## src/rtl/strobe_reg_port.sv

```systemverilog
module strobe_reg_port #(
  parameter int DW      = 8,
  parameter int AW      = 4,
  parameter int NUM_CFG = 12
) (
  input  logic                  clk,
  input  logic                  rst_n,
  input  logic [AW-1:0]         bus_addr,
  input  logic [DW-1:0]         bus_din,
  output logic [DW-1:0]         bus_dout,
  output logic                  bus_doe,
  input  logic                  as_n,
  input  logic                  cs_n,
  input  logic                  rd_wr,
  output logic                  dtack_n,
  output logic                  irq_pull,
  input  logic [DW-1:0]         err_evt,
  output logic [NUM_CFG*DW-1:0] cfg_out
);
  localparam logic [AW-1:0] STAT_ADDR = AW'(NUM_CFG);
  localparam logic [AW-1:0] MASK_ADDR = AW'(NUM_CFG + 1);

  logic [2:0]    cs_sh, as_sh;
  logic [1:0]    rw_sh;
  logic [AW-1:0] a_p1, a_p2, addr_q, acc_addr, addr_sel;
  logic [DW-1:0] d_p1, d_p2, wdata_q, rdata_q, stat_q, mask_q, rd_mux;
  logic          acc_q, rd_q;
  logic          cs_fall, cs_rise, as_fall, rd_start, do_write, stat_rd;

  always_ff @(posedge clk or negedge rst_n) begin
    if (!rst_n) begin
      cs_sh <= '1;
      as_sh <= '1;
      rw_sh <= '1;
      a_p1  <= '0;
      a_p2  <= '0;
      d_p1  <= '0;
      d_p2  <= '0;
    end else begin
      cs_sh <= {cs_sh[1:0], cs_n};
      as_sh <= {as_sh[1:0], as_n};
      rw_sh <= {rw_sh[0], rd_wr};
      a_p1  <= bus_addr;
      a_p2  <= a_p1;
      d_p1  <= bus_din;
      d_p2  <= d_p1;
    end
  end

  assign cs_fall  = cs_sh[2] & ~cs_sh[1];
  assign cs_rise  = ~cs_sh[2] & cs_sh[1];
  assign as_fall  = as_sh[2] & ~as_sh[1];
  assign addr_sel = as_fall ? a_p2 : addr_q;
  assign rd_start = cs_fall & rw_sh[1];
  assign do_write = cs_rise & acc_q & ~rd_q;
  assign stat_rd  = rd_start & (addr_sel == STAT_ADDR);

  always_ff @(posedge clk or negedge rst_n) begin
    if (!rst_n) begin
      addr_q   <= '0;
      acc_addr <= '0;
      wdata_q  <= '0;
      rdata_q  <= '0;
      acc_q    <= 1'b0;
      rd_q     <= 1'b0;
    end else begin
      if (as_fall) addr_q <= a_p2;
      if (!cs_sh[1]) wdata_q <= d_p2;
      if (cs_fall) begin
        acc_q    <= 1'b1;
        rd_q     <= rw_sh[1];
        acc_addr <= addr_sel;
        if (rw_sh[1]) rdata_q <= rd_mux;
      end else if (cs_rise) begin
        acc_q <= 1'b0;
        rd_q  <= 1'b0;
      end
    end
  end

  for (genvar g = 0; g < NUM_CFG; g++) begin : g_cfg
    logic [DW-1:0] r;
    always_ff @(posedge clk or negedge rst_n) begin
      if (!rst_n) r <= '0;
      else if (do_write && acc_addr == AW'(g)) r <= wdata_q;
    end
    assign cfg_out[g*DW +: DW] = r;
  end

  always_ff @(posedge clk or negedge rst_n) begin
    if (!rst_n) begin
      stat_q <= '0;
      mask_q <= '0;
    end else begin
      stat_q <= stat_rd ? err_evt : (stat_q | err_evt);
      if (do_write && acc_addr == MASK_ADDR) mask_q <= wdata_q;
    end
  end

  always_comb begin
    rd_mux = '0;
    for (int k = 0; k < NUM_CFG; k++)
      if (addr_sel == AW'(k)) rd_mux = cfg_out[k*DW +: DW];
    if (addr_sel == STAT_ADDR) rd_mux = stat_q;
    if (addr_sel == MASK_ADDR) rd_mux = mask_q;
  end

  assign dtack_n  = ~(acc_q & ~cs_sh[0]);
  assign bus_doe  = acc_q & rd_q & ~cs_sh[0];
  assign bus_dout = rdata_q;
  assign irq_pull = |(stat_q & mask_q);
endmodule


```

## config.mk

```make
export PLATFORM = sky130hd
export DESIGN_NAME = strobe_reg_port
export DESIGN_NICKNAME = d
export VERILOG_FILES = /design/src/rtl/strobe_reg_port.sv
export SDC_FILE = /design/constraint.sdc
export NUM_CORES = 1
export LEC_CHECK = 0
export ABC_AREA = 1
export CAP_MARGIN = 20
export CORE_AREA = 2 2 129 131
export DETAILED_ROUTE_END_ITERATION = 12
export DIE_AREA = 0 0 131 133
export GPL_ROUTABILITY_DRIVEN = 0
export PLACE_DENSITY = 0.68
export REMOVE_ABC_BUFFERS = 1
export SKIP_CTS_REPAIR_TIMING = 1
export SYNTH_ARGS = -nofsm -noshare
export SYNTH_HDL_FRONTEND = slang
export SYNTH_SLANG_ARGS = --single-unit
```

## constraint.sdc

```tcl
create_clock -name clk -period 2.1 [get_ports clk]
set_input_delay 0.42 -clock clk [delete_from_list [all_inputs] [get_ports clk]]
set_output_delay 0.42 -clock clk [all_outputs]
set_load 0.05 [all_outputs]
```

---- Yosys cells after proc, flatten, opt, wreduce, memory -nomap -nowiden ----
Cells that the tools add are included.
word-level totals
  bits in registers ....................... 170
  bits of input ports ..................... 25
  output and inout port bits .............. 107
cells by class
  equality and inequality tests ........... 25
  mux-type cells .......................... 19
  bitwise gates (word level) .............. 18
  reductions and logical operators ........ 18
operators by type and width
  operator              count
  $mux W8               15
  $eq A4 B4 Y1 const B  11
  $eq A4 B3 Y1 const B  8
  $eq A4 B2 Y1 const B  4
  $logic_and A1 B1 Y1   13
  $and A1 B1 Y1         10
  $and A8 B8 Y8         1
  $eq A4 B1 Y1 const B  2
  $logic_not A4 Y1      2
  $or A8 B8 Y8          1
  $reduce_or A8 Y1      1
  $not A1 Y1            6
  $mux W4               1
  $mux W1               3
  $reduce_and A2 Y1     1
  $reduce_bool A2 Y1    1

---- Longest topological paths before layout ----
Gate-level depths: netlist (run 1).
  word-level depth ........................ 18
  depth in mapped cells ................... 17
  mapped depth without buffers ............ 17

---- Worst setup path after synthesis (run 1) ----
No wires, ideal clock.
  path type ............................... register to output
  start point ............................. register cs_sh[0]
  end point ............................... output bus_doe
  data arrival time ....................... 1450 ps
  required time ........................... 1680 ps
  slack ................................... 230 ps
  cell stages (with the launch flop) ...... 4
  path buffers ............................ 0
  cells stage by stage .................... dfstp_2 > inv_1 > nand2_1 > nor2_1
between the ends
  cells in the longest elaborated chain, start to end .. 2
RTL lines
  element                 RTL line  text
  start, declared         23        logic [2:0] cs_sh, as_sh;
  start signal, assigned  40        cs_sh <= {cs_sh[1:0], cs_n};
  $not A1 Y1              109       assign bus_doe = acc_q & rd_q & ~cs_sh[0];
  $and A1 B1 Y1           109
  end, declared           11        output logic bus_doe,
No other way between the ends.

---- Final worst setup path (run 1) ----
  start point ............................. register as_sh[1]
  end point ............................... register rdata_q[4], in the netlist bus_dout[4]
between the ends
  cells in the longest elaborated chain, start to end .. 18
  elaborated cells between the ends (all ways) .. 31
  classes of those cells .................. 13 x eq/ne; 15 x mux; 2 x bitwise; 1 x reduce/logical
RTL lines
  element                 RTL line  text
  start, declared         23
  start signal, assigned  41        as_sh <= {as_sh[1:0], as_n};
  $not A1 Y1 (*)          52        assign as_fall = as_sh[2] & ~as_sh[1];
  $and A1 B1 Y1 (*)       52
  $mux W4 (*)             --
  $logic_not A4 Y1        103       if (addr_sel == AW'(k)) rd_mux = cfg_out[k*DW +: DW];
  $mux W8 (12 in series)  103
  $mux W8                 104       if (addr_sel == STAT_ADDR) rd_mux = stat_q;
  $mux W8 (*)             105       if (addr_sel == MASK_ADDR) rd_mux = mask_q;
  end signal, assigned    73        if (rw_sh[1]) rdata_q <= rd_mux;
  end, declared           26        logic [DW-1:0] d_p1, d_p2, wdata_q, rdata_q, stat_q, mask_q, rd_mux;
Every way passes the cells marked *; elsewhere a longest branch is shown, timed or not.
A chain may end at the register's enable or synchronous reset.

==> flow_metrics.env, run 1 <==
export IMPL_synth_common_cells="216 x nand2_1, 162 x dfrtp_1, 115 x o21ai_0"
export IMPL_crit_end="bus_dout[4]"
export IMPL_hold_viol=0
export IMPL_fp_dieH_um=133
export IMPL_r2r_end="bus_dout[4]"
export IMPL_drt_wl_total_um=19900
export IMPL_grt_use_total=0.236
export IMPL_max_vdd_ir_drop_mv=0.546
export IMPL_syn_inst=787
export IMPL_post_synth_top_count_cell="nand2_1"
export IMPL_layout_setup_ws_ps=-283
export IMPL_fmax_ghz=0.420
export IMPL_synth_area_mm2=0.00710
export IMPL_p_leak_nw=5.42
export IMPL_area_delta_synth_final_pct=37.2
export IMPL_ant_nets=0
export IMPL_hold_path_class="reg2reg"
export IMPL_grt_pass1_wl_um=30800
export IMPL_cp_startpoint="as_sh[1]"
export IMPL_worstMarginPinSlew_ps=739
export IMPL_synthArstFlopShare=1.00
export IMPL_synth_xor_xnor_area_share=0
export IMPL_violations="setup timing"
export IMPL_synth_edf_count=0
export IMPL_rr_worst_depth=15
export IMPL_synth_top_cell_area_share=0.571
export IMPL_synthMuxAreaShare=0
export IMPL_yosysWarnings=0
export IMPL_avgRoutedWirePerCell_um=16.8
export IMPL_r2r_start="as_sh[1]"
export IMPL_synth_top_family_by_area="simple AND/OR/NAND/NOR gates"
export IMPL_cts_buffers=17
export IMPL_htreeDepth=4
export IMPL_period_minus_slack_ps=2380
export IMPL_grt_max_degree=47
export IMPL_synth_cell_types=29
export IMPL_synth_top_cell_by_area="dfrtp_1"
export IMPL_final_nets=983
export IMPL_synth_ff_type="dfrtp_1"
export IMPL_drive_gt1_frac=0.132
export IMPL_skew_ps=9.79
export IMPL_final_max_slew_viol_count=0
export IMPL_vias=6010
export IMPL_start_util=0.439
export IMPL_dieArea_mm2=0.0174
export IMPL_clock_path_buffers=2
export IMPL_syn_avg_cell_area_um2=9.02
export IMPL_arrival_ps=2710
export IMPL_worstSetupStartpointType="flip-flop"
export IMPL_diodes=0
export IMPL_cts_tree="built"
export IMPL_dpl_hpwl_um=13800
export IMPL_final_util=0.602
export IMPL_relSlewSlack=0.507
export IMPL_crit_path_end_kind="flip-flop"
export IMPL_viasPerCell=5.05
export IMPL_clock_latency_ps=430
export IMPL_first_pass_iters=6
export IMPL_clockRootBuffer="clkbuf_16"
export IMPL_finalPower_w=0.00997
export IMPL_synth_simple_gate_area_frac=0.229
export IMPL_seq_area_frac_synth=0.601
export IMPL_path_class="reg2reg"
export IMPL_io_buffers=131
export IMPL_required_ps=2430
export IMPL_netlist_top_cells_area="dfrtp_1 57%, nand2_1 11%, o21ai_0 8.1%"
export IMPL_synth_compound_area_share=0.109
export IMPL_antenna_found_initial=0
export IMPL_grt_overflow=0
export IMPL_route_detailed_drc=0
export IMPL_drv_cap=0
export IMPL_synthAdderAreaFrac=0.00352
export IMPL_rows=47
export IMPL_die_w_um=131
export IMPL_setup_viol=8
export IMPL_design_core_area_mm2=0.0162
export IMPL_finalSetupTns_ps=-1830
export IMPL_outcome="finished, violations left"
export IMPL_grt_setup_unrepaired="yes"
export IMPL_drt_iter0_markers=638
export IMPL_worst_path_max_fanout=8
export IMPL_cts_clk_slew_worst_paths_ps=60
export IMPL_ys_ff_latch=170
export IMPL_ios=132
export IMPL_clock_sinks=170
export IMPL_grt_pass1_vias=5511
export IMPL_timing_hold_ws_ps=345
export IMPL_pwr_density_cell_mw_per_mm2=1020
export IMPL_period_share=1.13
export IMPL_rrSetupSlack_ps=-280
layout make-up:
| type | instances | area [um2] |
|---|---|---|
| clock inverters | 9 | 100 |
| multi-input cells | 515 | 2510 |
| clock buffers | 23 | 458 |
| flip-flops and latches | 170 | 4260 |
| fillers | 1350 | 6430 |
| well taps | 220 | 275 |
| repair buffers | 175 | 1840 |
| inverters | 77 | 293 |
logic make-up after synthesis:
family / after synthesis
compound gates: 146
buf+inv: 103
simple gates: 366
flops: 170
fa+ha+maj: 2
critical path: stages (launching register included):
cell and delay, ps:
dfstp_2 550, clkinvlp_4 170, nand2_4 170, buf_6 120, o21ai_4 70, nand2_4 130
nor2_4 70, buf_6 120, a21oi_2 110, nand4_1 150, nand2_1 110, nand4_1 150
nor2_2 160, nand3_1 80, nand2_1 70, inv_1 40
per-layer routing:
layer / vias to the layer above / wire (um) / track usage / share of wire
li1: 2882 / - / - / -
met1: 2824 / 8670 / 0.341 / 0.43
met3: 36 / 1500 / 0.0562 / 0.075
met2: 268 / 9270 / 0.352 / 0.46
met4: 0 / 505 / 0.0780 / 0.025
met5: - / 0 / 0 / 0
layout by cell type, fill, tap and decap left out, drive strengths merged:
cell type / Yosys / layout
o32ai: 1 / 1
o22ai: 1 / 1
bufinv: 0 / 2
nand3: 47 / 47
dfstp: 8 / 8
nand3b: 2 / 2
a221oi: 2 / 2
and3: 1 / 1
nor2: 61 / 62
o21ai: 117 / 117
or2: 7 / 7
inv: 77 / 76
o21bai: 8 / 8
nand2: 227 / 227
dfrtp: 162 / 162
clkbuf: 22 / 23
clkinv: 0 / 5
dlygate4sd3: 0 / 1
clkinvlp: 0 / 3
dlymetal6s2s: 0 / 62
clkdlybuf4s50: 0 / 65
buf: 4 / 47
ha: 2 / 2
a21oi: 17 / 17
nand4: 20 / 20
nor3b: 1 / 1
flip-flops by register name (all words and copies together) (netlist names):
register	cells
g_cfg.r	96
bus_dout	8
d_p1	8
d_p2	8
mask_q	8
stat_q	8
wdata_q	8
a_p1	4
a_p2	4
acc_addr	4
addr_q	4
as_sh	3
cs_sh	3
rw_sh	2
acc_q	1
rd_q	1
how the worst min path moves through the flow:
| stage | startpoint | to | depth (start not counted) |
|---|---|---|---|
| floorplan | rst_n | a_p1[0] | 0 |
| finish | a_p1[0] | a_p2[0] | 0 |
| CTS | rst_n | g_cfg[8].r[4] | 1 |
| global placement | d_p1[2] | d_p2[2] | 0 |
| global route | a_p1[0] | a_p2[0] | 0 |
| detailed placement | a_p1[2] | a_p2[2] | 0 |
report_power, final:
part           leakage [nW]  internal, W  switching [W]
Sequential             2.17      0.00367       0.000382
Combinational          2.97     0.000921        0.00196
Clock                 0.271      0.00177        0.00126
Total                  5.42      0.00636        0.00360
stage by stage:
step                      cells  instance area, um2  setup slack, ps
after floorplan             761                6980              230
after global placement     1137                8790             -116
after detailed placement   1137                8790             -161
after CTS                  1169                9340             -184
after global routing       1189                9740             -401
final                      1189                9740             -283
Note: power is estimated with default switching activity, not from simulation.
==> inputs of run 2 (changes only) <==
CORE_AREA = 2 2 120 122   (was 2 2 129 131)
DIE_AREA = 0 0 122 124   (was 0 0 131 133)
PLACE_DENSITY = 0.77   (was 0.68)
==> run 2 against run 1 <==
The flow still finishes with violations (setup timing). Setup slack gained 130 ps. Die area shrank 13%. Cell count shrank 4.0%. Critical endpoint is now bus_dout[3]. Register-to-register slack gained 130 ps. Highest routed layer unchanged. Critical path type unchanged. Non-clock buffer count shrank 9. Clock power grew 10%. Combinational power is essentially flat. Clock-buffer cell count shrank 5. Sequential cell count is the same. First-iteration DRC count grew 9.2%. Final area shrank 0.48%. Largest power group unchanged.
==> flow_metrics.env, run 2 (synthesis results as in run 1) <==
export IMPL_clock_path_buffers=2
export IMPL_ios=132
export IMPL_grt_pass1_vias=5809
export IMPL_clockRootBuffer="clkbuf_16"
export IMPL_multi_input_area_mm2=0.00257
export IMPL_dpl_hpwl_um=13500
export IMPL_period_share=1.07
export IMPL_seq_area_mm2=0.00426
export IMPL_critPathBufInv=1
export IMPL_fillers=1011
export IMPL_clock_sinks=170
export IMPL_relSlewSlack=0.537
export IMPL_final_max_slew_viol_count=0
export IMPL_cts_tree="built"
export IMPL_clock_latency_ps=430
export IMPL_design_core_area_mm2=0.0137
export IMPL_finalSetupTns_ps=-658
export IMPL_worst_path_stages=11
export IMPL_rrSetupSlack_ps=-150
export IMPL_start_util=0.518
export IMPL_die_w_um=122
export IMPL_r2r_start="as_sh[2]"
export IMPL_crit_path_end_kind="flip-flop"
export IMPL_drt_iter0_markers=697
export IMPL_violations="setup timing"
export IMPL_dp_slack_ps=-133
export IMPL_hold_path_class="reg2reg"
export IMPL_vias=6223
export IMPL_crit_end="bus_dout[3]"
export IMPL_timing_hold_ws_ps=348
export IMPL_rr_worst_depth=11
export IMPL_grt_overflow=0
export IMPL_cts_clk_slew_worst_paths_ps=70
export IMPL_grt_max_degree=47
export IMPL_avgRoutedWirePerCell_um=17.4
export IMPL_layout_commonest_cell="nand2_1"
export IMPL_grt_pass1_wl_um=30600
export IMPL_outcome="finished, violations left"
export IMPL_fp_dieH_um=124
export IMPL_setup_viol=8
export IMPL_path_delay_family="simple AND/OR/NAND/NOR gates"
export IMPL_route_detailed_drc=0
export IMPL_first_pass_iters=5
export IMPL_final_nets=976
export IMPL_area_delta_synth_final_pct=36.6
export IMPL_r2r_end="bus_dout[3]"
export IMPL_cts_buffers=17
export IMPL_fmax_ghz=0.445
export IMPL_max_vdd_ir_drop_mv=0.589
export IMPL_drt_wl_total_um=19800
export IMPL_drv_cap=0
export IMPL_io_buffers=131
export IMPL_path_cells="nand2_8 -> o21ai_4 -> nand2_8 -> nor2_4 -> nand2_2 -> nand2_1 -> nand4_1 -> nor2_1 -> nand3_1 -> nand2_1 -> inv_1"
export IMPL_period_minus_slack_ps=2250
export IMPL_worstSetupStartpointType="flip-flop"
export IMPL_diodes=0
export IMPL_slowest_delay_ps=650
export IMPL_viasPerCell=5.45
export IMPL_skew_ps=7.31
export IMPL_path_class="reg2reg"
export IMPL_largest_reg_flops=96
export IMPL_min_delay_path_depth=0
export IMPL_htreeDepth=4
export IMPL_worstMarginPinSlew_ps=694
export IMPL_ant_nets=0
export IMPL_layout_setup_ws_ps=-149
export IMPL_grt_setup_unrepaired="yes"
export IMPL_p_leak_nw=5.08
export IMPL_grt_use_total=0.269
export IMPL_top_register="g_cfg.r"
export IMPL_final_cell_mix="209 x nand2_1, 162 x dfrtp_1, 115 x o21ai_0"
export IMPL_rows=43
export IMPL_cp_slowest_cell="dfstp_2"
export IMPL_antenna_found_initial=0
export IMPL_hold_path_startpoint="d_p1[2]"
export IMPL_required_ps=2430
export IMPL_worst_path_max_fanout=14
export IMPL_drive_gt1_frac=0.132
export IMPL_cp_startpoint="as_sh[2]"
export IMPL_arrival_ps=2580
export IMPL_pwr_density_cell_mw_per_mm2=1060
export IMPL_hold_viol=0
export IMPL_dieArea_mm2=0.0151
[run 2: cell types whose count changed in the layout (fill, tap and decap cells not counted), sizes merged, moves of 3 or more]
cell and change:
dlymetal6s2s -19, buf -9, inv +3, clkdlybuf4s50 +19
clkbuf -5
[run 2: per-stage QoR]
stage | std cells | power [W] | utilization | instance area, um2
after floorplan | 761 | 0.00575 | - | 6980
after global placement | 1101 | 0.00687 | 0.638 | 8750
after detailed placement | 1101 | 0.00691 | 0.638 | 8750
after CTS | 1133 | 0.0102 | 0.684 | 9390
after global routing | 1142 | 0.0107 | 0.707 | 9700
final | 1142 | 0.0103 | 0.707 | 9700
[run 2: cell type report]
cell class / instances / share of cell area
Clock inverter: 14 / 0.0201
Inverter: 77 / 0.0298
Timing Repair Buffer: 166 / 0.177
Tap cell: 180 / 0.0232
Multi-Input combinational cell: 517 / 0.265
Clock buffer: 18 / 0.0453
Sequential cell: 170 / 0.440
[run 2: worst min path at each step]
stage          slack (ps)            end
5_1_grt               350        d_p2[2]
6_report              350        d_p2[2]
3_5_place_dp          340        a_p2[0]
3_3_place_gp          330        d_p2[4]
2_1_floorplan         120        a_p1[0]
4_1_cts               -90  g_cfg[8].r[3]
[run 2: layer usage]
layer,vias to the layer above,routed length [um],global-route usage
li1,2871,-,-
met1,2987,8250,0.370
met2,306,9320,0.413
met3,59,1530,0.0563
met4,0,725,0.124
met5,-,0,0
[run 2: power breakdown]
group | internal, W | leakage (nW) | switching, W
clock network | 0.00203 | 0.311 | 0.00131
registers | 0.00367 | 2.17 | 0.000386
logic | 0.000921 | 2.59 | 0.00199
total | 0.00662 | 5.08 | 0.00369
==> inputs of run 3 (changes only) <==
CORE_AREA = 3 3 121 123   (was 2 2 120 122)
DIE_AREA = 0 0 124 126   (was 0 0 122 124)
==> run 3 against run 2 <==
The flow still finishes with violations (setup timing). Core utilization is 1.7 points lower. Clock power is 8.4% lower. Power is 3.6% lower. Setup slack worse by 56 ps. Clock skew is 2.9 ps higher. Die area is 3.3% higher. Non-clock buffer count is 1 lower. Sequential power hardly changed. Hold slack hardly changed.
==> flow_metrics.env, run 3 (synthesis results as in run 1) <==
export IMPL_outcome="finished, violations left"
export IMPL_violations="setup timing"
export IMPL_largest_reg_flops=96
export IMPL_crit_path_end_kind="flip-flop"
export IMPL_max_vdd_ir_drop_mv=0.623
export IMPL_setup_viol=7
export IMPL_clockRootBuffer="clkbuf_16"
export IMPL_clock_path_buffers=2
export IMPL_stdcell_count=1139
export IMPL_period_minus_slack_ps=2310
export IMPL_fmax_ghz=0.434
export IMPL_grt_util_met3=0.0539
export IMPL_whs_endpoint="a_p2[1]"
export IMPL_route_detailed_drc=0
export IMPL_first_pass_iters=6
export IMPL_required_ps=2420
export IMPL_cts_tree="built"
export IMPL_grt_use_met1=0.360
export IMPL_p_leak_nw=5.00
export IMPL_final_cell_mix="215 x nand2_1, 162 x dfrtp_1, 115 x o21ai_0"
export IMPL_worstSetupStartpointType="flip-flop"
export IMPL_rrSetupSlack_ps=-210
export IMPL_antenna_found_initial=0
export IMPL_r2r_start="as_sh[1]"
export IMPL_diodes=0
export IMPL_die_w_um=124
export IMPL_period_share=1.10
export IMPL_placed_area_mm2=0.00876
export IMPL_final_max_slew_viol_count=0
export IMPL_relSlewSlack=0.545
export IMPL_dpl_hpwl_um=13400
export IMPL_drv_cap=0
export IMPL_cts_buffers=17
export IMPL_hold_path_class="reg2reg"
export IMPL_layout_setup_ws_ps=-205
export IMPL_hold_path_startpoint="a_p1[1]"
export IMPL_ios=132
export IMPL_start_util=0.516
export IMPL_grt_use_total=0.254
export IMPL_r2r_end="bus_dout[3]"
export IMPL_io_buffers=131
export IMPL_stdcell_area_mm2=0.00950
export IMPL_htreeDepth=4
export IMPL_design_core_area_mm2=0.0138
export IMPL_vias=6167
export IMPL_hold_viol=0
export IMPL_cts_clk_slew_worst_paths_ps=60
export IMPL_rows=43
export IMPL_drt_iter0_markers=696
export IMPL_top_register="g_cfg.r"
export IMPL_path_class="reg2reg"
export IMPL_layout_commonest_cell="nand2_1"
export IMPL_min_delay_path_depth=0
export IMPL_grt_util_met2=0.385
export IMPL_skew_ps=10.2
export IMPL_worst_path_max_fanout=12
export IMPL_pwr_density_cell_mw_per_mm2=1050
export IMPL_grt_setup_unrepaired="yes"
export IMPL_dieArea_mm2=0.0156
export IMPL_arrival_ps=2630
export IMPL_viasPerCell=5.41
export IMPL_clock_sinks=170
export IMPL_place_inst=1104
export IMPL_fp_dieH_um=126
export IMPL_clock_latency_ps=430
export IMPL_final_nets=973
export IMPL_area_delta_synth_final_pct=33.7
export IMPL_ant_nets=0
export IMPL_rr_worst_depth=15
export IMPL_drive_gt1_frac=0.119
export IMPL_grt_max_degree=53
export IMPL_grt_pass1_vias=5804
export IMPL_grt_overflow=0
export IMPL_timing_hold_ws_ps=348
export IMPL_grt_pass1_wl_um=30500
export IMPL_finalSetupTns_ps=-887
export IMPL_grt_busiest_layer="met2"
export IMPL_worstMarginPinSlew_ps=682
export IMPL_drt_wl_total_um=19400
export IMPL_avgRoutedWirePerCell_um=17.1
run 3: cell count changes in the layout (fill, tap and decap cells not counted), moves of 3 or more:
cell / change
inv_1: +3
clkinvlp_4: +3
nor2_4: -3
nand2_8: -4
nand2_1: +6
inv_2: -3
run 3: report_power, final:
part | total (W) | leakage (nW) | switching [W] | internal, W
clock network | 0.00306 | 0.272 | 0.00130 | 0.00175
logic | 0.00285 | 2.55 | 0.00196 | 0.000890
registers | 0.00404 | 2.17 | 0.000367 | 0.00367
run 3: area by class of cell:
cell class	count	area (um2)
fillers	1072	4280
multi-input cells	515	2460
flip-flops and latches	170	4260
repair buffers	165	1680
well taps	180	225
clock inverters	14	149
inverters	77	289
clock buffers	18	429
run 3: stage by stage:
stage | total power [W] | util | worst slack [ps]
final | 0.00994 | 0.689 | -205
after global routing | 0.0103 | 0.689 | -312
after CTS | 0.00998 | 0.678 | -126
after detailed placement | 0.00692 | 0.636 | -107
after global placement | 0.00687 | 0.636 | -63.1
after floorplan | 0.00575 | - | 230
run 3: worst max path at each step:
| stage | startpoint | end | slack, ps | cells past startpoint |
|---|---|---|---|---|
| after floorplan | cs_sh[0] | bus_doe | 230 | 3 |
| after global placement | as_sh[1] | bus_dout[3] | -60 | 15 |
| after detailed placement | as_sh[1] | bus_dout[5] | -110 | 15 |
| after CTS | as_sh[1] | bus_dout[5] | -130 | 15 |
| after global routing | as_sh[1] | bus_dout[5] | -310 | 14 |
| final | as_sh[1] | bus_dout[3] | -210 | 15 |
run 3: metal layers:
metal	wire, um	share of wire
met4	532	0.027
met1	8020	0.41
met5	0	0
met2	9230	0.47
met3	1670	0.086
run 3: worst max-delay path, cell delays in order (launching register included):
cell and delay [ps]:
dfstp_2 530, inv_1 120, nand2_4 140, nand2_1 70, nand2_2 120, nor2_2 130
nand3_1 110, nand3_1 110, nor2_1 150, nand4_1 130, nand2_1 100, nand4_1 140
nor2_1 160, nand3_1 80, nand2_1 70, inv_1 40
